$ cat config.mk
export PLATFORM = sky130hd
export DESIGN_NAME = motor_pulse_gen
export DESIGN_NICKNAME = d
export VERILOG_FILES = /design/src/rtl/motor_pulse_pkg.sv /design/src/rtl/motor_pulse_sync.sv /design/src/rtl/motor_pulse_ctrl.sv /design/src/rtl/motor_pulse_dp.sv /design/src/rtl/motor_pulse_gen.sv
export SDC_FILE = /design/constraint.sdc
export NUM_CORES = 1
export LEC_CHECK = 0
export ABC_AREA = 0
export BUFFER_PORTS_ARGS = -buffer_cell sky130_fd_sc_hd__buf_2
export CELL_PAD_IN_SITES_DETAIL_PLACEMENT = 1
export CELL_PAD_IN_SITES_GLOBAL_PLACEMENT = 2
export CORE_MARGIN = 5
export CORE_UTILIZATION = 41
export CTS_CLUSTER_DIAMETER = 150
export CTS_CLUSTER_SIZE = 16
export DETAILED_ROUTE_END_ITERATION = 16
export MAX_ROUTING_LAYER = met4
export PLACE_DENSITY_LB_ADDON = 0.1
export RECOVER_POWER = 50
export SYNTH_ARGS = -nofsm -noshare
export SYNTH_HDL_FRONTEND = slang
export SYNTH_SLANG_ARGS = --single-unit
$ cat constraint.sdc
create_clock -name clk -period 6.9 [get_ports clk]
set_input_delay 0.345 -clock clk [delete_from_list [all_inputs] [get_ports clk]]
set_output_delay 0.345 -clock clk [all_outputs]
set_load 0.05 [all_outputs]
$ cat src/rtl/motor_pulse_pkg.sv
package motor_pulse_pkg;

  typedef enum logic [1:0] {
    SPD_NORMAL = 2'd0,
    SPD_FAST1  = 2'd1,
    SPD_FAST2  = 2'd2,
    SPD_FAST3  = 2'd3
  } speedIdx_t;

  // strobes issued by the control section to the datapath
  typedef struct packed {
    logic fire;      // issue a coil pulse on this cycle
    logic countHold; // keep the tick count (no base tick this cycle)
  } ctrlStrobe_t;

  localparam int NUM_FAST = 3;
  localparam int NUM_SWITCH = 2;

endpackage

$ cat src/rtl/motor_pulse_sync.sv
module motor_pulse_sync #(
  parameter int WIDTH  = 2,
  parameter int STAGES = 2
) (
  input  logic             clk,
  input  logic             rstN,
  input  logic [WIDTH-1:0] asyncIn,
  output logic [WIDTH-1:0] syncOut
);

  // released switches read high, so reset to ones
  for (genvar g = 0; g < WIDTH; g++) begin : gChan
    logic [STAGES-1:0] chain;
    always_ff @(posedge clk) begin
      if (!rstN) chain <= '1;
      else       chain <= {chain[STAGES-2:0], asyncIn[g]};
    end
    assign syncOut[g] = chain[STAGES-1];
  end

endmodule

$ cat src/rtl/motor_pulse_ctrl.sv
module motor_pulse_ctrl
  import motor_pulse_pkg::*;
#(
  parameter int COUNT_W      = 8,
  parameter int NORMAL_TICKS = 32,
  parameter int SYNC_STAGES  = 2
) (
  input  logic               clk,
  input  logic               rstN,
  input  logic               speed1N,
  input  logic               speed2N,
  input  logic [COUNT_W-1:0] fastDiv1,
  input  logic [COUNT_W-1:0] fastDiv2,
  input  logic [COUNT_W-1:0] fastDiv3,
  input  logic               tickStb,
  input  logic [COUNT_W-1:0] nextCount,
  output ctrlStrobe_t        strobe
);

  localparam logic [COUNT_W-1:0] NORMAL_LIMIT = COUNT_W'(NORMAL_TICKS);

  logic [NUM_SWITCH-1:0] swSync;
  speedIdx_t             speedIdx;
  logic [COUNT_W-1:0]    divReg [NUM_FAST];
  logic [COUNT_W-1:0]    divIn  [NUM_FAST];
  logic                  thresholdHit;

  motor_pulse_sync #(
    .WIDTH (NUM_SWITCH),
    .STAGES(SYNC_STAGES)
  ) swSync_i (
    .clk    (clk),
    .rstN   (rstN),
    .asyncIn({speed2N, speed1N}),
    .syncOut(swSync)
  );

  // switch 1 weighs 1, switch 2 weighs 2; both active low
  assign speedIdx = speedIdx_t'(~swSync);

  assign divIn[0] = fastDiv1;
  assign divIn[1] = fastDiv2;
  assign divIn[2] = fastDiv3;

  // dividers are sampled only while reset is held
  for (genvar g = 0; g < NUM_FAST; g++) begin : gDiv
    always_ff @(posedge clk) begin
      if (!rstN) divReg[g] <= divIn[g];
    end
  end

  always_comb begin
    unique case (speedIdx)
      SPD_NORMAL: thresholdHit = (nextCount >= NORMAL_LIMIT);
      SPD_FAST1:  thresholdHit = (nextCount >= divReg[0]);
      SPD_FAST2:  thresholdHit = (nextCount >= divReg[1]);
      SPD_FAST3:  thresholdHit = (nextCount >= divReg[2]);
      default:    thresholdHit = 1'b0;
    endcase
  end

  assign strobe.fire      = rstN & tickStb & thresholdHit;
  assign strobe.countHold = ~tickStb;

endmodule

$ cat src/rtl/motor_pulse_dp.sv
module motor_pulse_dp
  import motor_pulse_pkg::*;
#(
  parameter int PRESCALE        = 1024,
  parameter int COUNT_W         = 8,
  parameter int ENERGISE_CYCLES = 983
) (
  input  logic               clk,
  input  logic               rstN,
  input  ctrlStrobe_t        strobe,
  output logic               tickStb,
  output logic [COUNT_W-1:0] nextCount,
  output logic               coilA,
  output logic               coilB
);

  localparam int PRE_W   = (PRESCALE > 2) ? $clog2(PRESCALE) : 1;
  localparam int TIMER_W = (ENERGISE_CYCLES > 2) ? $clog2(ENERGISE_CYCLES) : 1;
  localparam logic [PRE_W-1:0]   PRE_LAST  = PRE_W'(PRESCALE - 1);
  localparam logic [TIMER_W-1:0] TIMER_TOP = TIMER_W'(ENERGISE_CYCLES - 1);
  localparam bit PRE_POW2 = ((PRESCALE & (PRESCALE - 1)) == 0);

  logic [PRE_W-1:0]   preCount;
  logic [COUNT_W-1:0] tickCount;
  logic               polarity;
  logic [TIMER_W-1:0] energiseTimer;
  logic               coilActive;

  // prescaler: a free wrap when the ratio is a power of two, compare otherwise
  if (PRE_POW2) begin : gPrePow2
    assign tickStb = &preCount;
    always_ff @(posedge clk) begin
      if (!rstN) preCount <= '0;
      else       preCount <= preCount + 1'b1;
    end
  end else begin : gPreCmp
    assign tickStb = (preCount == PRE_LAST);
    always_ff @(posedge clk) begin
      if (!rstN)        preCount <= '0;
      else if (tickStb) preCount <= '0;
      else              preCount <= preCount + 1'b1;
    end
  end

  assign nextCount = tickCount + 1'b1;

  always_ff @(posedge clk) begin
    if (!rstN)                  tickCount <= '0;
    else if (strobe.fire)       tickCount <= '0;
    else if (!strobe.countHold) tickCount <= nextCount;
  end

  assign coilActive = coilA | coilB;

  // pulse launch and energise timer; a new launch wins over expiry
  always_ff @(posedge clk) begin
    if (!rstN) begin
      polarity      <= 1'b0;
      energiseTimer <= '0;
      coilA         <= 1'b0;
      coilB         <= 1'b0;
    end else if (strobe.fire) begin
      polarity      <= ~polarity;
      energiseTimer <= TIMER_TOP;
      coilA         <= ~polarity;
      coilB         <= polarity;
    end else if (coilActive) begin
      if (energiseTimer == '0) begin
        coilA <= 1'b0;
        coilB <= 1'b0;
      end else begin
        energiseTimer <= energiseTimer - 1'b1;
      end
    end
  end

endmodule

$ cat src/rtl/motor_pulse_gen.sv
module motor_pulse_gen
  import motor_pulse_pkg::*;
#(
  parameter int PRESCALE        = 1024,
  parameter int COUNT_W         = 8,
  parameter int NORMAL_TICKS    = 32,
  parameter int ENERGISE_CYCLES = 983,
  parameter int SYNC_STAGES     = 2
) (
  input  logic               clk,
  input  logic               rstN,
  input  logic               speed1N,
  input  logic               speed2N,
  input  logic [COUNT_W-1:0] fastDiv1,
  input  logic [COUNT_W-1:0] fastDiv2,
  input  logic [COUNT_W-1:0] fastDiv3,
  output logic               coilA,
  output logic               coilB
);

  ctrlStrobe_t        strobe;
  logic               tickStb;
  logic [COUNT_W-1:0] nextCount;

  motor_pulse_ctrl #(
    .COUNT_W     (COUNT_W),
    .NORMAL_TICKS(NORMAL_TICKS),
    .SYNC_STAGES (SYNC_STAGES)
  ) ctrl_i (
    .clk      (clk),
    .rstN     (rstN),
    .speed1N  (speed1N),
    .speed2N  (speed2N),
    .fastDiv1 (fastDiv1),
    .fastDiv2 (fastDiv2),
    .fastDiv3 (fastDiv3),
    .tickStb  (tickStb),
    .nextCount(nextCount),
    .strobe   (strobe)
  );

  motor_pulse_dp #(
    .PRESCALE       (PRESCALE),
    .COUNT_W        (COUNT_W),
    .ENERGISE_CYCLES(ENERGISE_CYCLES)
  ) dp_i (
    .clk      (clk),
    .rstN     (rstN),
    .strobe   (strobe),
    .tickStb  (tickStb),
    .nextCount(nextCount),
    .coilA    (coilA),
    .coilB    (coilB)
  );

endmodule

Word-level counts from Yosys, hierarchy flattened
Memory sizes are Yosys's and may differ from the RTL's.
Cells that the tools add are included.

word-level totals
  register bits after elaboration = 35
  bits in writable memories = 24
  output and inout port bits = 2
  logic and storage cells = 46
  memories kept = 1

memories
  memory         depth  bits a word  read ports  clocked after Yosys merged registers in  wr ports  RTL line                text
  ctrl_i.divReg  3      8            3           0                                        3         motor_pulse_ctrl.sv:24  logic [COUNT_W-1:0] divReg [NUM_FAST];

operators by class
  add/subtract/negate cells = 3
  $lt $le $gt $ge = 4
  equality and inequality tests = 4
  mux-type cells = 9
  bitwise logic cells = 7
  reduce and logical (&&, ||, !) cells = 9

operator list
  operator               count
  $mux 10                3
  $ge 8x8->1             3
  $add 10x1->10 const B  1
  $logic_not 10->1       1
  $reduce_and 10->1      1
  $sub 10x1->10 const B  1
  $add 8x1->8 const B    1
  $ge 8x6->1 const B     1
  $reduce_and 2->1       3
  $mux 1                 5
  $eq 2x2->1 const B     2
  $pmux 1 s4             1
  $reduce_bool 2->1      2
  $not 1->1              3
  $and 1x1->1            2
  $eq 2x1->1 const B     1
  $logic_not 2->1        1
  $ne 2x2->1 const B     1
  $not 2->2              1
  $reduce_or 2->1        1
  $or 1x1->1             1

Logic depth before layout (Yosys ltp)
Gate-level depths: netlist of run 1.

  depth after elaboration = 6
  gate-level depth with buffers = 13

By module
Synthesis of run 1 repeated with hierarchy kept, for this count alone.

second synthesis, totals
  cells, all modules = 284
  area, all modules = 2947.8 um^2

by module, submodules not included
  module            instances  cells each  area an instance (um^2)  seq. area each (um^2)
  motor_pulse_dp    1          162         1477.7                   620.6
  motor_pulse_ctrl  1          112         1350.0                   720.7
  motor_pulse_sync  1          10          120.1                    80.1

Worst setup path before layout of run 1
OpenSTA, ideal clock, no wires.

  kind = reg-to-reg
  start = register dp_i.tickCount[0]
  end = register dp_i.energiseTimer[8]
  setup time = 0.115 ns
  arrival = 2.818 ns
  data required time = 6.785 ns
  setup slack = 3.967 ns
  cell stages (with the launch flop) = 14
  buffers on the path = 1
  path through = dfxtp_1 -> ha_1 -> nand3_1 -> nor2_1 -> xnor2_1 -> inv_1 -> ha_1 -> and3_1 -> a221o_1 -> a22oi_1 -> o211ai_1 -> o21a_2 -> buf_6 -> o21a_1

on the way
  word-level cells in the longest chain between the ends = 6
  elaborated cells on any way between the ends = 11
  classes of those cells = add/sub: 1; order compare: 4; eq/ne: 1; mux: 2; bitwise: 1; reduce/logical: 2

RTL lines
  what                                                              RTL line                text
  start, declared                                                   motor_pulse_dp.sv:24    logic [COUNT_W-1:0] tickCount;
  start signal, assigned                                            motor_pulse_dp.sv:50    else if (!strobe.countHold) tickCount <= nextCount;
  $add 8x1->8 (*)                                                   motor_pulse_dp.sv:45    assign nextCount = tickCount + 1'b1;
  net ctrl_i.nextCount[6]                                           motor_pulse_ctrl.sv:16  input logic [COUNT_W-1:0] nextCount,
  $ge 8x8->1 (tied with other cells)                                motor_pulse_ctrl.sv:57  SPD_FAST3: thresholdHit = (nextCount >= divReg[2]);
  $pmux 1 s4 (*)                                                    motor_pulse_ctrl.sv:53  unique case (speedIdx)
  $and 1x1->1 (*)                                                   motor_pulse_ctrl.sv:62  assign strobe.fire = rstN & tickStb & thresholdHit;
  $ne 2x2->1 (no line) / $reduce_bool 2->1 (equally long branches)  -
  $reduce_and 2->1 (no line)                                        -
  end signal, assigned                                              motor_pulse_dp.sv:72    energiseTimer <= energiseTimer - 1'b1;
  end, declared                                                     motor_pulse_dp.sv:26    logic [TIMER_W-1:0] energiseTimer;

The timed path passes the listed nets; every way through them passes the cells marked *.
A chain may end at the register's enable or synchronous reset.

Worst setup path in the final report of run 1
  start = register dp_i.tickCount[0]
  end = register dp_i.energiseTimer[2]

Same word-level chain as after synthesis.

==> impl_metrics.ini, run 1 <==
[yosys]
synth.mux.area_fraction = 0.00669
synth.cell_area_um2 = 2990
synth_area_leader_cell = sky130_fd_sc_hd__edfxtp_1
postSynthRegisterBits = 59
synth_area_in_adders = 0.117
synth.top_cells.by_area = sky130_fd_sc_hd__edfxtp_1, sky130_fd_sc_hd__dfxtp_1, sky130_fd_sc_hd__ha_1
dominant_combinational_cell_family_by_area_after_synthesis = simple AND/OR/NAND/NOR gates
synth-async-reset-ratio = 0
synth-edff-count = 24
post_synth_net_total = 334
compound_cell_area_share_of_the_yosys_netlist = 0.100
xor_xnor_share_of_the_synthesized_area = 0.0761
synth.yosys.seq_area_share = 0.475
synthCells = 278
yosys_warnings = 0
synth-main-ff-cell = sky130_fd_sc_hd__dfxtp_1
post_synth.cell_area_avg_um2 = 10.8
synth_cell_types = 45
post-synth-top-area-fraction = 0.241
simple_gate_fraction_of_synth_area = 0.174

[power_and_ir_drop]
worst_ir_drop_vdd_mv = 0.105
switchingPower_uw = 160
pwr_density_cell_nw_per_um2 = 216
p_int_uw = 579
seq_power_share = 0.518
p_leak_uw = 0.00146
power.clock.fraction = 0.435
power_frac_comb = 0.047
swShare = 0.217

[setup_path]
flop2flop_setup_slack_ns = 3.51
timing.critical_path.from_type = register
cp-end-kind = register
rr_worst_depth = 12
timing.critical_path.required_ns = 7.12
worst-setup-path-type = reg -> reg
crit_path_max_fanout = 21
worst-endpoint-arrival_ns = 3.61

[place]
place.detailed.hpwl_mm = 4.65
cell_area_placed_um2 = 3220
gp_routability_congestion = 0.746
port_buffers = 29
total_placed_cells_including_tap_cells = 400

[route]
routed_wl_mm = 6.19
vias_per_cell = 5.03
ant_nets_after_route = 0
total_via_count_after_detailed_routing = 2092
detailedRoute.firstPassIterationCount = 4
drtIter0Drc = 53
number_of_drc_violations_after_detailed_routing = 0
drt-wirelength-per-cell_um = 14.9

[floorplan]
die-width_um = 95.4
coreArea_um2 = 7180
initial_core_util = 0.417
ioPinCount = 30
num_rows = 31
dieArea_um2 = 9100
fp.dieH_um = 95.4

[finish]
layout-area-overhead-vs-synth_pct = 14.4
mostFrequentLayoutCell = sky130_fd_sc_hd__dfxtp_1
layout_common_cells = sky130_fd_sc_hd__dfxtp_1, sky130_fd_sc_hd__inv_1, sky130_fd_sc_hd__ha_1
finish.instance_area_um2 = 3420
antennaDiodeCount = 0
layout.nets = 368
post_route_cells_drive_above_1_share = 0.192
finalNonFillerCells = 416

[grt]
antenna_found_initial = 0
grtUsageTotal = 0.155
grt_start_max_net_pins = 25
overflow = 0
number_of_global_route_vias_before_repair = 2191
grt_pass1_wl_mm = 10.4

[clocking]
cts_tree = yes
worst_path_clk_slew_ns = 0.07
clkLatencyLatePin_ns = 0.34
holdBufCountCts = 0
tritoncts.num_buffers = 9
h-tree-depth = 3
cts_root_buf = sky130_fd_sc_hd__clkbuf_8
cts_repair_resize_count = 0
clk_path_buf_depth = 2
cts_setup_buffers = 0
clock-sinks = 59

[run]
cap_viol_max_count = 0

[sta]
fin_worst_skew_ns = 0.00849
max_freq_mhz = 295
post-route-min-period_ns = 3.39
min_period_over_period = 0.491
setup-tns-final_ns = 0
finalHoldViolations = 0
timing.slew.headroom = 0.396
finalSetupViolations = 0
worst_slew_pin_slew_ns = 0.905
timing_max_transition_violations_final = 0
grt_setup_unrepaired = false

[hold_path]
hold_depth = 1
hold_path.class = in -> reg

[status]
outcome = complete, no violations
-- worst max-delay path: stages, from the launching register on --
cell	delay (ns)
sky130_fd_sc_hd__dfxtp_1	0.50
sky130_fd_sc_hd__ha_1	0.26
sky130_fd_sc_hd__nand3_1	0.18
sky130_fd_sc_hd__nor2_1	0.18
sky130_fd_sc_hd__xnor2_1	0.18
sky130_fd_sc_hd__inv_1	0.14
sky130_fd_sc_hd__ha_1	0.31
sky130_fd_sc_hd__and3_1	0.18
sky130_fd_sc_hd__a221o_1	0.36
sky130_fd_sc_hd__a22oi_1	0.18
sky130_fd_sc_hd__o211ai_1	0.13
sky130_fd_sc_hd__o21a_2	0.41
sky130_fd_sc_hd__o21a_1	0.26
-- routing by layer --
layer	up-vias	share of wire	GRT usage
met5	-	0	-
met4	0	0.022	0.0746
met3	11	0.040	0.0442
met2	32	0.45	0.236
met1	997	0.49	0.190
li1	1052	-	-
-- synthesized netlist by cell type (2+ instances only) --
cell                        number
sky130_fd_sc_hd__nor2_1         18
sky130_fd_sc_hd__inv_1          29
sky130_fd_sc_hd__nor3_2         12
sky130_fd_sc_hd__edfxtp_1       24
sky130_fd_sc_hd__o2111ai_1       3
sky130_fd_sc_hd__dfxtp_1        35
sky130_fd_sc_hd__nor3_1          7
sky130_fd_sc_hd__a41oi_2         2
sky130_fd_sc_hd__mux2i_1         2
sky130_fd_sc_hd__and2_1          2
sky130_fd_sc_hd__nand4_1         5
sky130_fd_sc_hd__buf_6           2
sky130_fd_sc_hd__nand2b_1        5
sky130_fd_sc_hd__o21a_1          7
sky130_fd_sc_hd__clkbuf_1        3
sky130_fd_sc_hd__o21ai_0         5
sky130_fd_sc_hd__or3_1           4
sky130_fd_sc_hd__ha_1           28
sky130_fd_sc_hd__xnor2_1        17
sky130_fd_sc_hd__nand3_1         8
sky130_fd_sc_hd__o211ai_1        2
sky130_fd_sc_hd__buf_2           2
sky130_fd_sc_hd__o21ai_1         6
sky130_fd_sc_hd__and3_1          4
sky130_fd_sc_hd__xor2_1          9
sky130_fd_sc_hd__a21oi_1         7
sky130_fd_sc_hd__nand2_1        12
-- power by group through the flow --
stage	registers (uW)	clock network, uW	logic, uW
4_1_cts	383	336	35.7
3_5_place_dp	391	0	35.2
3_3_place_gp	391	0	34.1
5_1_grt	385	349	39.9
2_1_floorplan	389	0	20.0
6_report	383	322	34.7
-- kinds of logic after synthesis --
| family | Yosys count |
|---|---|
| and+or+nand+nor | 85 |
| DFF | 59 |
| AOI/OAI and AO/OA | 42 |
| buffers and inverters | 36 |
| adders and majority gates | 28 |
| xor gates and xnor gates | 26 |
| muxes | 2 |
-- metrics by stage --
step	power, uW	hold slack [ns]	worst slack, ns	utilization
after floorplan	409	0.386	3.97	-
after global placement	425	0.391	3.69	0.449
after detailed placement	426	0.394	3.54	0.449
after CTS	755	0.151	3.48	0.478
after global routing	773	0.154	3.22	0.477
final	739	0.175	3.51	0.477
-- path summary, 6_finish.rpt --
| kind | start | end |
|---|---|---|
| worst min register to register | ctrl_i.swSync_i.gChan[0].chain[0] | ctrl_i.swSync_i.gChan[0].chain[1] |
| worst max-delay path | dp_i.tickCount[0] | dp_i.energiseTimer[2] |
| worst max register to register | dp_i.tickCount[0] | dp_i.energiseTimer[2] |
| worst min-delay path | fastDiv1[1] | ctrl_i.divReg[0][1] |
-- layout make-up --
type	instances	area, um2
fill	800	3750
sequential	59	1420
multi-input combinational	183	1420
clock buffer	12	155
timing repair buffer	30	149
tap	99	124
inverter	29	109
clock inverter	4	47.5
-- state kept, by name, indices dropped and copies added (netlist names) --
signal,flops
dp_i.coilB,1
ctrl_i.swSync_i.gChan.chain,4
dp_i.energiseTimer,10
dp_i.preCount,10
dp_i.polarity,1
dp_i.coilA,1
ctrl_i.divReg,24
dp_i.tickCount,8
Power figures use the tool's default switching activity.
==> inputs of run 2 (changes only) <==
CORE_UTILIZATION = 35   (was 41)
clock period = 2.9 ns   (was 6.9 ns; I/O delays follow)
==> run 2 against run 1 <==
Combinational power rose to 3.5 times the previous value. Non-clock buffer count rose by 53. Via count rose by 11%. Cell count up 15%. Critical path type unchanged. Largest cell class is now multi-input gates. Highest routed layer unchanged.
==> impl_metrics.ini, run 2 (synthesis results as in run 1) <==
[clocking]
cts_tree = yes
worst_path_clk_slew_ns = 0.07
tritoncts.num_buffers = 9
clock-sinks = 59
clk_path_buf_depth = 2
h-tree-depth = 3
clkLatencyLatePin_ns = 0.34
cts_root_buf = sky130_fd_sc_hd__clkbuf_8

[sta]
setup-tns-final_ns = 0
min_period_over_period = 0.954
timing.slew.headroom = 0.0350
post-route-min-period_ns = 2.77
fin_worst_skew_ns = 0.00992
finalSetupViolations = 0
final.hold.worst_slack_ns = 0.409
finalHoldViolations = 0
worst_slew_pin_slew_ns = 1.45
timing_max_transition_violations_final = 0
max_freq_mhz = 361

[floorplan]
ioPinCount = 30
die-width_um = 102
dieArea_um2 = 10500
coreArea_um2 = 8260
initial_core_util = 0.362
fp.dieH_um = 102
num_rows = 33

[route]
total_via_count_after_detailed_routing = 2315
drt-wirelength-per-cell_um = 15.4
detailedRoute.firstPassIterationCount = 4
number_of_drc_violations_after_detailed_routing = 0
vias_per_cell = 4.85
ant_nets_after_route = 0
drtIter0Drc = 57
routed_wl_mm = 7.33

[finish]
largest_register_ffs = 24
layout-area-overhead-vs-synth_pct = 36.1
max_flop_register = ctrl_i.divReg
layout_common_cells = sky130_fd_sc_hd__dfxtp_1, sky130_fd_sc_hd__buf_2, sky130_fd_sc_hd__inv_1
layout.nets = 423
mostFrequentLayoutCell = sky130_fd_sc_hd__dfxtp_1
fillers = 931
post_route_cells_drive_above_1_share = 0.306
antennaDiodeCount = 0
reg.largest.list = ctrl_i.divReg x24, dp_i.energiseTimer x10, dp_i.preCount x10

[status]
outcome = complete, no violations

[grt]
overflow = 0
grt_start_max_net_pins = 27
number_of_global_route_vias_before_repair = 2469
grtUsageTotal = 0.155
grt_pass1_wl_mm = 12.0
antenna_found_initial = 0

[setup_path]
crit_path_max_fanout = 4
critPathSlowestCell = sky130_fd_sc_hd__dfxtp_2
worst-endpoint-arrival_ns = 3.00
critical-path-max-stage-delay_ns = 0.36
cp-end-kind = register
rr_worst_depth = 14
crit_path_start = dp_i.tickCount[0]
rr_endpoint = dp_i.coilA
worst-setup-path-type = reg -> reg
flop2flop_setup_slack_ns = 0.13
cell_chain_of_the_critical_path = ha_2 > nand3_2 > nor2_4 > xnor2_2 > inv_2 > buf_4 > ha_1 > a41oi_1 > o21ai_1 > a22oi_1 > o211ai_1 > buf_4 > o2111ai_4 > o21ai_1
r2r_start = dp_i.tickCount[0]
timing.critical_path.from_type = register
timing.critical_path.required_ns = 3.13

[place]
gp_routability_congestion = 0.787
port_buffers = 29
place.detailed.hpwl_mm = 4.91

[power_and_ir_drop]
pwr_density_cell_nw_per_um2 = 440
worst_ir_drop_vdd_mv = 0.230
p_leak_uw = 0.00171

[hold_path]
hold_path.class = reg -> reg
hold_depth = 1
hp-start = ctrl_i.swSync_i.gChan[1].chain[0]
endpoint_of_the_worst_hold_path = ctrl_i.swSync_i.gChan[1].chain[1]

[run]
cap_viol_max_count = 0
## run 2: metrics by stage
| step | total power, uW | std cells | cell area (um2) | utilization | worst slack, ns |
|---|---|---|---|---|---|
| after detailed placement | 1020 | 428 | 3400 | 0.412 | -0.128 |
| after global routing | 1880 | 477 | 4070 | 0.493 | -0.000327 |
| final | 1790 | 477 | 4070 | 0.493 | 0.133 |
| after floorplan | 973 | 278 | 2990 | - | 0.0535 |
| after global placement | 1020 | 428 | 3400 | 0.412 | -0.0540 |
| after CTS | 1820 | 474 | 3930 | 0.476 | 0.0117 |
## run 2: how the worst max path moves through the flow
stage | to | slack (ns) | cells past startpoint
after floorplan | dp_i.energiseTimer[8] | 0.05 | 13
after global placement | dp_i.energiseTimer[7] | -0.05 | 11
after detailed placement | dp_i.energiseTimer[2] | -0.13 | 11
after CTS | dp_i.energiseTimer[1] | 0.01 | 11
after global routing | dp_i.coilA | -0.0003 | 11
final | dp_i.coilA | 0.13 | 14
## run 2: what timing repair did
action                                  in CTS  in global routing
buffers inserted                             2                  3
gates resized for setup                      7                 26
pin swaps                                    1                 13
endpoints found under the setup margin      21                 21
cloned                                       2                  0
hold buffers                                26                  0
endpoints found under the hold margin       26                  0
## run 2: per-layer routing
| metal | vias up | GRT usage | share of wire |
|---|---|---|---|
| met4 | 0 | 0.0545 | 0.013 |
| met1 | 1110 | 0.179 | 0.45 |
| met3 | 10 | 0.0410 | 0.029 |
| met2 | 27 | 0.260 | 0.51 |
| met5 | - | - | 0 |
| li1 | 1168 | - | - |
## run 2: area by class of cell
type                       instances  area, um2  share of cell area
sequential                        59       1430               0.351
timing repair buffer              83        611               0.150
tap                              105        131              0.0323
clock buffer                       9        124              0.0304
multi-input combinational        185       1590               0.391
inverter                          29        109              0.0267
clock inverter                     7       76.3              0.0187
## run 2: critical path, delay by kind of cell, from the launching register on
family,cells,cell delay [ns]
AOI/OAI and AO/OA,6,0.97
adders and majority gates,2,0.49
xor gates and xnor gates,1,0.14
and+or+nand+nor,2,0.23
buffers and inverters,3,0.45
DFF,1,0.36
## run 2: where the power goes
group,total (uW),switching (uW),internal [uW]
clock,762,362,400
sequential,911,13.1,898
combinational,120,58.1,62.2
total,1790,433,1360
